### config.mk
export PLATFORM = sky130hd
export DESIGN_NAME = fch_bank
export DESIGN_NICKNAME = d
export VERILOG_FILES = /design/src/rtl/fch_pkg.sv /design/src/rtl/fch_wr_decode.sv /design/src/rtl/fch_store.sv /design/src/rtl/fch_pending.sv /design/src/rtl/fch_group.sv /design/src/rtl/fch_bank.sv
export SDC_FILE = /design/constraint.sdc
export NUM_CORES = 1
export LEC_CHECK = 0
export BUFFER_PORTS_ARGS = -buffer_cell sky130_fd_sc_hd__buf_2
export CAP_MARGIN = 0
export CORE_MARGIN = 4
export CORE_UTILIZATION = 35
export CTS_CLUSTER_DIAMETER = 100
export DETAILED_ROUTE_END_ITERATION = 10
export GPL_ROUTABILITY_DRIVEN = 0
export GPL_TIMING_DRIVEN = 0
export PLACE_DENSITY = 0.63
export SLEW_MARGIN = 20
export SYNTH_ARGS = -nofsm -noshare
export SYNTH_HDL_FRONTEND = slang
export SYNTH_SLANG_ARGS = --single-unit
### constraint.sdc
create_clock -name clk -period 4.3 [get_ports clk]
set_clock_uncertainty 0.15 [all_clocks]
set_input_delay 0.645 -clock clk [delete_from_list [all_inputs] [get_ports clk]]
set_output_delay 0.645 -clock clk [all_outputs]
set_load 0.02 [all_outputs]
### src/rtl/fch_pkg.sv
// fch_pkg: shared limits and helpers for the fast-channel bank.
// Assumes: word width is 32 or 64; channel limits depend on width.
package fch_pkg;
    localparam int FCH_LIMIT_W32 = 1024;
    localparam int FCH_LIMIT_W64 = 512;

    // Largest channel count allowed for a given word width.
    function automatic int fch_max_channels(input int word_w);
        return (word_w == 64) ? FCH_LIMIT_W64 : FCH_LIMIT_W32;
    endfunction

    // Width of a channel index able to address n channels.
    function automatic int fch_index_width(input int n);
        return (n > 1) ? $clog2(n) : 1;
    endfunction

    // Number of groups of size g covering n channels.
    function automatic int fch_group_count(input int n, input int g);
        return (n + g - 1) / g;
    endfunction
endpackage

### src/rtl/fch_wr_decode.sv
// fch_wr_decode: turns a sender write strobe and index into a one-hot hit
// vector. Assumes: indices at or above NUM_CH give no hit.
module fch_wr_decode #(
    parameter int NUM_CH = 6,
    parameter int CH_W   = 3
) (
    input  logic              clk,
    input  logic              rst_n,
    input  logic              we,
    input  logic [CH_W-1:0]   ch,
    output logic [NUM_CH-1:0] hit
);
    genvar c;
    generate
        for (c = 0; c < NUM_CH; c++) begin : g_hit
            localparam logic [CH_W-1:0] IDX = CH_W'(c);
            // One comparator per channel: hit when the index matches.
            always_comb hit[c] = we && (ch == IDX);
        end
    endgenerate

    // At most one channel is hit per write.
    p_single_hit_r9: assert property (@(posedge clk) disable iff (!rst_n)
        $onehot0(hit));
endmodule

### src/rtl/fch_store.sv
// fch_store: the channel word array with last-write-wins update and a
// combinational read mux. Assumes: wr_hit is one-hot or zero.
module fch_store #(
    parameter int NUM_CH = 6,
    parameter int WORD_W = 32,
    parameter int CH_W   = 3
) (
    input  logic              clk,
    input  logic              rst_n,
    input  logic [NUM_CH-1:0] wr_hit,
    input  logic [WORD_W-1:0] wr_data,
    input  logic [CH_W-1:0]   rd_ch,
    output logic [WORD_W-1:0] rd_data
);
    logic [WORD_W-1:0] word_q [NUM_CH];

    // Word update: reset to zero, otherwise overwrite on a hit.
    always_ff @(posedge clk) begin
        for (int c = 0; c < NUM_CH; c++) begin
            if (!rst_n)
                word_q[c] <= '0;
            else if (wr_hit[c])
                word_q[c] <= wr_data;
        end
    end

    // Read mux: selected word, zero for out-of-range indices.
    always_comb begin
        rd_data = '0;
        for (int c = 0; c < NUM_CH; c++) begin
            if (rd_ch == CH_W'(c))
                rd_data = word_q[c];
        end
    end

    genvar c;
    generate
        for (c = 0; c < NUM_CH; c++) begin : g_chk
            // Written value is held after the write edge.
            p_last_write_r2: assert property (@(posedge clk) disable iff (!rst_n)
                wr_hit[c] |=> (word_q[c] == $past(wr_data)));
            // Words not hit keep their value.
            p_untouched_r9: assert property (@(posedge clk) disable iff (!rst_n)
                !wr_hit[c] |=> $stable(word_q[c]));
        end
    endgenerate
endmodule

### src/rtl/fch_pending.sv
// fch_pending: sticky pending bits, mask register and per-channel level
// interrupts. Assumes: a write and a clear in one cycle leave the bit set.
module fch_pending #(
    parameter int NUM_CH = 6
) (
    input  logic              clk,
    input  logic              rst_n,
    input  logic [NUM_CH-1:0] wr_hit,
    input  logic [NUM_CH-1:0] clr,
    input  logic              mask_we,
    input  logic [NUM_CH-1:0] mask_data,
    output logic [NUM_CH-1:0] pend,
    output logic [NUM_CH-1:0] ch_irq
);
    logic [NUM_CH-1:0] pend_q;
    logic [NUM_CH-1:0] mask_q;

    // Pending update: clear first, then set wins on a collision.
    always_ff @(posedge clk) begin
        if (!rst_n)
            pend_q <= '0;
        else
            pend_q <= (pend_q & ~clr) | wr_hit;
    end

    // Mask register load.
    always_ff @(posedge clk) begin
        if (!rst_n)
            mask_q <= '0;
        else if (mask_we)
            mask_q <= mask_data;
    end

    // Outputs: raw pending and gated interrupt levels.
    always_comb begin
        pend   = pend_q;
        ch_irq = pend_q & ~mask_q;
    end

    genvar c;
    generate
        for (c = 0; c < NUM_CH; c++) begin : g_chk
            p_set_on_write_r4: assert property (@(posedge clk) disable iff (!rst_n)
                wr_hit[c] |=> pend_q[c]);
            p_clear_r5: assert property (@(posedge clk) disable iff (!rst_n)
                (clr[c] && !wr_hit[c]) |=> !pend_q[c]);
            p_collide_r6: assert property (@(posedge clk) disable iff (!rst_n)
                (clr[c] && wr_hit[c]) |=> pend_q[c]);
            p_level_hold_r7: assert property (@(posedge clk) disable iff (!rst_n)
                (pend_q[c] && !clr[c]) |=> pend_q[c]);
        end
    endgenerate
endmodule

### src/rtl/fch_group.sv
// fch_group: ORs per-channel interrupts into groups of GRP_SIZE channels.
// Assumes: the last group may hold fewer channels.
module fch_group #(
    parameter int NUM_CH   = 6,
    parameter int GRP_SIZE = 4,
    parameter int NUM_GRP  = 2
) (
    input  logic [NUM_CH-1:0]  ch_irq,
    output logic [NUM_GRP-1:0] grp_irq
);
    genvar g;
    generate
        for (g = 0; g < NUM_GRP; g++) begin : g_grp
            localparam int LO = g * GRP_SIZE;
            localparam int HI = ((LO + GRP_SIZE) < NUM_CH) ? (LO + GRP_SIZE - 1) : (NUM_CH - 1);
            // Group level: any unmasked pending channel in the range.
            always_comb grp_irq[g] = |ch_irq[HI:LO];
        end
    endgenerate
endmodule

### src/rtl/fch_bank.sv
// fch_bank: top of the fast-channel word bank. The sender overwrites words
// freely; each accepted write raises a sticky pending level interrupt.
// Assumes: sender and receiver share clk; WORD_W is 32 or 64.
module fch_bank
    import fch_pkg::*;
#(
    parameter int NUM_CH   = 6,
    parameter int WORD_W   = 32,
    parameter int GRP_SIZE = 4,
    parameter int CH_W     = fch_index_width(NUM_CH),
    parameter int NUM_GRP  = fch_group_count(NUM_CH, GRP_SIZE)
) (
    input  logic               clk,
    input  logic               rst_n,
    input  logic               snd_we,
    input  logic [CH_W-1:0]    snd_ch,
    input  logic [WORD_W-1:0]  snd_data,
    input  logic [CH_W-1:0]    rcv_rd_ch,
    output logic [WORD_W-1:0]  rcv_rd_data,
    input  logic [NUM_CH-1:0]  rcv_clr,
    input  logic               rcv_mask_we,
    input  logic [NUM_CH-1:0]  rcv_mask_data,
    output logic [NUM_CH-1:0]  rcv_pend,
    output logic [NUM_CH-1:0]  rcv_ch_irq,
    output logic [NUM_GRP-1:0] rcv_grp_irq
);
    localparam int MAX_CH = fch_max_channels(WORD_W);

    generate
        if (!(WORD_W == 32 || WORD_W == 64)) begin : g_bad_width
            $error("fch_bank: WORD_W must be 32 or 64");
        end
        if (NUM_CH < 1 || NUM_CH > MAX_CH) begin : g_bad_count
            $error("fch_bank: NUM_CH outside the allowed range for WORD_W");
        end
    endgenerate

    logic [NUM_CH-1:0] wr_hit;

    fch_wr_decode #(.NUM_CH(NUM_CH), .CH_W(CH_W)) u_dec (
        .clk (clk), .rst_n (rst_n),
        .we  (snd_we), .ch (snd_ch), .hit (wr_hit)
    );

    fch_store #(.NUM_CH(NUM_CH), .WORD_W(WORD_W), .CH_W(CH_W)) u_store (
        .clk (clk), .rst_n (rst_n),
        .wr_hit (wr_hit), .wr_data (snd_data),
        .rd_ch (rcv_rd_ch), .rd_data (rcv_rd_data)
    );

    fch_pending #(.NUM_CH(NUM_CH)) u_pend (
        .clk (clk), .rst_n (rst_n),
        .wr_hit (wr_hit), .clr (rcv_clr),
        .mask_we (rcv_mask_we), .mask_data (rcv_mask_data),
        .pend (rcv_pend), .ch_irq (rcv_ch_irq)
    );

    fch_group #(.NUM_CH(NUM_CH), .GRP_SIZE(GRP_SIZE), .NUM_GRP(NUM_GRP)) u_grp (
        .ch_irq (rcv_ch_irq), .grp_irq (rcv_grp_irq)
    );

    // An interrupt always needs a pending bit behind it.
    p_irq_needs_pend_r7: assert property (@(posedge clk) disable iff (!rst_n)
        (rcv_ch_irq & ~rcv_pend) == '0);
    // No group fires while all channels are quiet.
    p_grp_quiet_r8: assert property (@(posedge clk) disable iff (!rst_n)
        (rcv_ch_irq == '0) |-> (rcv_grp_irq == '0));

    genvar c;
    generate
        for (c = 0; c < NUM_CH; c++) begin : g_grp_chk
            p_grp_covers_r8: assert property (@(posedge clk) disable iff (!rst_n)
                rcv_ch_irq[c] |-> rcv_grp_irq[c / GRP_SIZE]);
        end
    endgenerate
endmodule

==> reports/results.ini, run 1 <==
[floorplan]
ioPinCount=100
die_y_um=171
die_w_um=171
rows=59
core-area_sq_um=26100
initial_utilization_pct=35.6
die-area_sq_um=29200

[clock_network]
path_clk_slew_ns=0.05
cts_tree=yes
numCtsBuffers=23
clockBufferDepth=3
cts.sinks=204
postCtsHoldBufs=0
htreeDepth=1
ctsResizeCount=0
cts_root_buffer=clkbuf_16
insertion_delay_ns=0.50
post-cts-setup-buffers=0

[timing]
fin_tns_setup_ns=0
hold_violations=0
finalSetupViolCount=0
rsz0062_at_grt=no
finalCritPeriodShare_pct=71.2
slew_headroom_pct=39.7
maxSlewViolCount=0
worst_slew_pin_slew_ns=0.905
min_period_ns=3.06
fmax_mhz=327
whs_ns=0.180
setup_ws_ns=1.24

[critical_path]
startpoint=rcv_rd_ch[2]
criticalPathCategory=input pin to output port
cp.buffers_inverters=4
path_delay_family=buffers and inverters
worst_ep_required_time_ns=3.50
cpMaxStageDelayCell=clkbuf_1
reg2reg_depth=1
worstPathCellList=buf_2, inv_2, clkbuf_1, o22ai_1, a221oi_1, buf_2
reg2reg_from=u_pend.pend[0]$_SDFF_PN0_
slowest_delay_ns=0.48
end_kind=output port
path_max_fanout=10
arrival_ns=2.27
r2r_slack_ns=3.52
start_kind=input pin
cp_common_cell=buf_2
timing.rr.end=u_pend.pend[0]$_SDFF_PN0_

[placed_design]
pre_cts_slack_ns=1.20
port_buffers=97
dpl_cell_area_sq_um=10400
dp_hpwl_um=16200

[drt]
vias=5944
drt_wl_total_um=24100
viasPerCell=5.18
drt_pass1_iterations=7
ant_nets=0
drt_iter0_drc=398
wl_per_cell_um=21.0
drcViolationCount=0

[global_routing]
grt_overflow=0
track_usage_pct=16.5
grt_first_pass_wirelength_um=37100
grt_pass1_vias=6263
grt_max_degree=20
antenna_found_initial=1

[layout]
area_growth_pct=20.1
antenna_cells=0
fillCellCount=2384
fin_area_sq_um=11100
drive_above_1_share_pct=26.2
finalNetCount=851

[power]
seqPwrFrac_pct=50.0
p_sw_mw=1.09
leakagePower_nw=4.05
swShare_pct=23.4
vdd_drop_max_mv=0.276
pwr_density_cell_nw_per_um2=419
pwr-share-clk_pct=39.8
internal_power_mw=3.58
finalPower_mw=4.67
combPwrFrac_pct=10.2

[synthesis]
synth_top_area_cell=edfxtp_1
synthTopCellsByArea=edfxtp_1 62%, and2_1 13%, dfxtp_1 2.6%
ys_seq_area_share_pct=64.7
synth_top_area_share_pct=62.1
avgSynthCellArea_sq_um=13.9
syn_inst=666
yosys_register_bits=204
async_flop_share_pct=0
synth_warnings=0
synth_edf_count=192
syn_nets=720
syn-cell-area_sq_um=9280
yosysUniqueCellTypes=34
synthFlopType=edfxtp_1

[job]
cap_violations=0

[min_path]
hold_depth=2
min_from=rcv_clr[4]
holdPathEnd=u_pend.pend[4]$_SDFF_PN0_
hold_path_class=input pin to flip-flop

[outcome]
outcome=complete, no violations

[cells in the final DEF (no fill, tap or decap), drive strengths merged, types with 2 or more instances in the layout]
| cell type | count |
|---|---|
| nand3b | 5 |
| a221oi | 32 |
| nor2b | 12 |
| mux2i | 6 |
| o32ai | 32 |
| bufinv | 2 |
| nand2b | 4 |
| inv | 4 |
| clkinv | 9 |
| o21ai | 40 |
| nand2 | 3 |
| buf | 125 |
| and2 | 192 |
| clkbuf | 64 |
| mux2 | 32 |
| o22ai | 32 |
| or2 | 2 |
| o31ai | 2 |
| edfxtp | 192 |
| dfxtp | 12 |
| nor3 | 2 |
| nor2 | 4 |
[sequential cells by signal, indices dropped and copies added (netlist names)]
name,count
u_pend.mask_q,6
u_pend.pend,6
u_store.word_q,192
[per-layer routing]
metal	track usage (%)	wire length (um)	vias up
met5	0	13	-
met4	4.89	547	2
met3	2.96	1200	36
met2	27.6	11700	160
met1	22.1	10700	2963
li1	-	-	2783
[synth_stat cells (2+ instances only)]
master and number:
a221oi_1 24, a221oi_2 8, and2_1 192, buf_2 7, buf_4 3, buf_6 9, clkbuf_1 17, clkbuf_2 18
dfxtp_1 12, edfxtp_1 192, inv_1 2, mux2_1 20, mux2_2 12, mux2i_1 6, nand2_1 3, nand2b_1 4
nand3b_1 5, nor2_1 4, nor2b_1 12, nor3_2 2, o21ai_0 39, o22ai_1 32, o31ai_1 2, o32ai_1 22
o32ai_2 10
[through the flow]
stage / cells / utilization [%]
final: 1147 / 42.8
after global routing: 1147 / 42.8
after CTS: 1147 / 42.8
after detailed placement: 1107 / 40.1
after global placement: 1098 / 39.1
after floorplan: 666 / -
[layout make-up]
| cell class | count | area, sq um | share of cell area (%) |
|---|---|---|---|
| clock buffer | 29 | 598 | 5.36 |
| sequential | 204 | 6010 | 53.9 |
| inverter | 4 | 15.0 | 0.135 |
| buffer | 54 | 313 | 2.81 |
| clock inverter | 11 | 106 | 0.954 |
| tap | 335 | 419 | 3.76 |
| timing repair buffer | 106 | 672 | 6.03 |
| multi-input combinational | 404 | 3020 | 27.1 |
[power groups by stage]
stage	clock (mW)	sequential [mW]	combinational, mW
after global routing	1.97	2.34	0.518
after detailed placement	0	2.37	0.483
after floorplan	0	2.37	0.271
after CTS	1.89	2.33	0.485
final	1.86	2.33	0.476
after global placement	0	2.38	0.446
[how the worst max path moves through the flow]
| stage | cells after the start | slack [ns] | endpoint |
|---|---|---|---|
| 6_report | 6 | 1.24 | rcv_rd_data[0] |
| 5_1_grt | 6 | 1.13 | rcv_rd_data[7] |
| 4_1_cts | 6 | 1.20 | rcv_rd_data[10] |
| 3_5_place_dp | 6 | 1.20 | rcv_rd_data[10] |
| 3_3_place_gp | 3 | -1.86 | u_store.word_q[2][19]$_SDFFCE_PN0P_ |
| 2_1_floorplan | 2 | 0.44 | u_store.word_q[0][0]$_SDFFCE_PN0P_ |
[cell families after synthesis]
kind of cell,count (synthesis),synth area share (%)
mux,38,4.53
simple gates,226,15.2
compound gates,140,12.0
buf+inv,58,3.53
flops,204,64.7
Power figures use the tool's default switching activity.
==> run 2: changes to the inputs <==
clock period = 2.9 ns   (was 4.3 ns; I/O delays follow)
==> reports/results.ini, run 2 (synthesis results as in run 1) <==
[timing]
finalCritPeriodShare_pct=93.0
finalSetupViolCount=0
min_period_ns=2.70
fmax_mhz=371
worst_slew_pin_slew_ns=0.857
rsz0062_at_grt=no
hold_violations=0
whs_ns=0.0409
slew_headroom_pct=42.9
maxSlewViolCount=0
fin_tns_setup_ns=0
setup_ws_ns=0.202

[clock_network]
path_clk_slew_ns=0.06
htreeDepth=1
clockBufferDepth=3
cts.sinks=204
insertion_delay_ns=0.50
numCtsBuffers=22
cts_root_buffer=clkbuf_16
cts_tree=yes
post-cts-setup-buffers=0

[drt]
drt_pass1_iterations=5
met3_length_um=1400
drcViolationCount=0
wl_per_cell_um=20.9
ant_nets=0
drt_wl_total_um=24000
vias=5917
viasPerCell=5.15
drt_iter0_drc=392
wl_met1_um=10300
highest_layer=met5
dr_wl_met2_um=11700

[layout]
regMostFlops=u_store.word_q
final_cells=1148
final_util_pct=42.5
largest_reg_flops=192
final_cell_mix=192 x and2_1, 192 x edfxtp_1, 104 x buf_2
area_growth_pct=19.4
drive_above_1_share_pct=26.0
antenna_cells=0
finalNetCount=851
fin_area_sq_um=11100

[power]
leakagePower_nw=4.02
combPwrFrac_pct=10.5
seqPwrFrac_pct=51.7
internal_power_mw=5.07
swShare_pct=24.2
p_sw_mw=1.62
pwr_density_cell_nw_per_um2=604
finalPower_mw=6.69
vdd_drop_max_mv=0.335
pwr-share-clk_pct=37.8

[placed_design]
dp_hpwl_um=16300
place_inst=1107
dpl_cell_area_sq_um=10400
pre_cts_slack_ns=0.221
port_buffers=97

[global_routing]
grt_max_degree=19
grt_first_pass_wirelength_um=37300
grt_overflow=0
grt_pass1_vias=6340
antenna_found_initial=1
track_usage_pct=16.6

[floorplan]
die_y_um=171
die-area_sq_um=29200
die_w_um=171
initial_utilization_pct=35.6
rows=59
ioPinCount=100
core-area_sq_um=26100

[critical_path]
worst_ep_required_time_ns=2.32
reg2reg_depth=2
arrival_ns=2.11
start_kind=input pin
r2r_slack_ns=2.11
reg2reg_from=u_pend.pend[2]$_SDFF_PN0_
criticalPathCategory=input pin to output port
timing.rr.end=u_pend.pend[2]$_SDFF_PN0_
end_kind=output port
path_max_fanout=10

[min_path]
min_from=rcv_mask_data[5]
hold_depth=3
holdPathEnd=u_pend.mask_q[5]$_SDFFE_PN0P_
hold_path_class=input pin to flip-flop

[job]
cap_violations=0

[outcome]
outcome=complete, no violations

==> run 2: cell types whose count changed in the layout (fill, tap and decap cells not counted) <==
| cell | before | now |
|---|---|---|
| clkinvlp_4 | 0 | 1 |
| inv_6 | 1 | 0 |
| clkbuf_1 | 23 | 25 |
| clkinv_2 | 2 | 3 |
| buf_16 | 5 | 4 |
| clkinv_4 | 1 | 0 |
| clkbuf_16 | 23 | 22 |
| dlygate4sd3_1 | 0 | 1 |
| buf_8 | 1 | 2 |
| clkinv_8 | 0 | 1 |
| bufinv_16 | 2 | 0 |
==> run 2: worst max-delay path by stage <==
| stage | from | to | slack, ns | depth (start not counted) |
|---|---|---|---|---|
| global placement | snd_ch[0] | u_store.word_q[1][15]$_SDFFCE_PN0P_ | -2.69 | 3 |
| finish | rcv_rd_ch[0] | rcv_rd_data[26] | 0.20 | 6 |
| floorplan | snd_ch[2] | u_store.word_q[1][0]$_SDFFCE_PN0P_ | -0.64 | 2 |
| detailed placement | rcv_rd_ch[2] | rcv_rd_data[0] | 0.22 | 6 |
| CTS | rcv_rd_ch[2] | rcv_rd_data[0] | 0.21 | 6 |
| global route | rcv_rd_ch[0] | rcv_rd_data[23] | 0.03 | 6 |
==> run 2: area by class of cell <==
| type | count | area [sq um] |
|---|---|---|
| plain buffers | 54 | 313 |
| repair buffers | 107 | 669 |
| multi-input cells | 404 | 3020 |
| fillers | 2394 | 15000 |
| clock inverters | 10 | 57.6 |
| flip-flops and latches | 204 | 6010 |
| inverters | 4 | 15.0 |
| clock buffers | 30 | 581 |
| well taps | 335 | 419 |
==> run 2: what timing repair did <==
item / in CTS / in global routing
hold buffers: 1 / 0
resized for setup: 0 / 0
endpoints found under the hold margin: 1 / 0
==> run 2: layer usage <==
| layer | GRT usage, % | vias to the layer above |
|---|---|---|
| met3 | 3.70 | 39 |
| met5 | 0 | - |
| met4 | 4.65 | 2 |
| met1 | 21.5 | 2950 |
| met2 | 28.3 | 147 |
| li1 | - | 2779 |
==> run 2: power groups by stage <==
stage / registers (mW) / clock network, mW / logic (mW)
2_1_floorplan: 3.52 / 0 / 0.403
3_3_place_gp: 3.53 / 0 / 0.659
3_5_place_dp: 3.52 / 0 / 0.712
4_1_cts: 3.46 / 2.57 / 0.715
5_1_grt: 3.48 / 2.70 / 0.765
6_report: 3.46 / 2.53 / 0.701
==> run 2: critical path: stages <==
cell,delay (ns)
buf_2,0.13
clkinv_1,0.20
clkbuf_1,0.52
o21ai_0,0.19
a221oi_1,0.39
buf_2,0.23
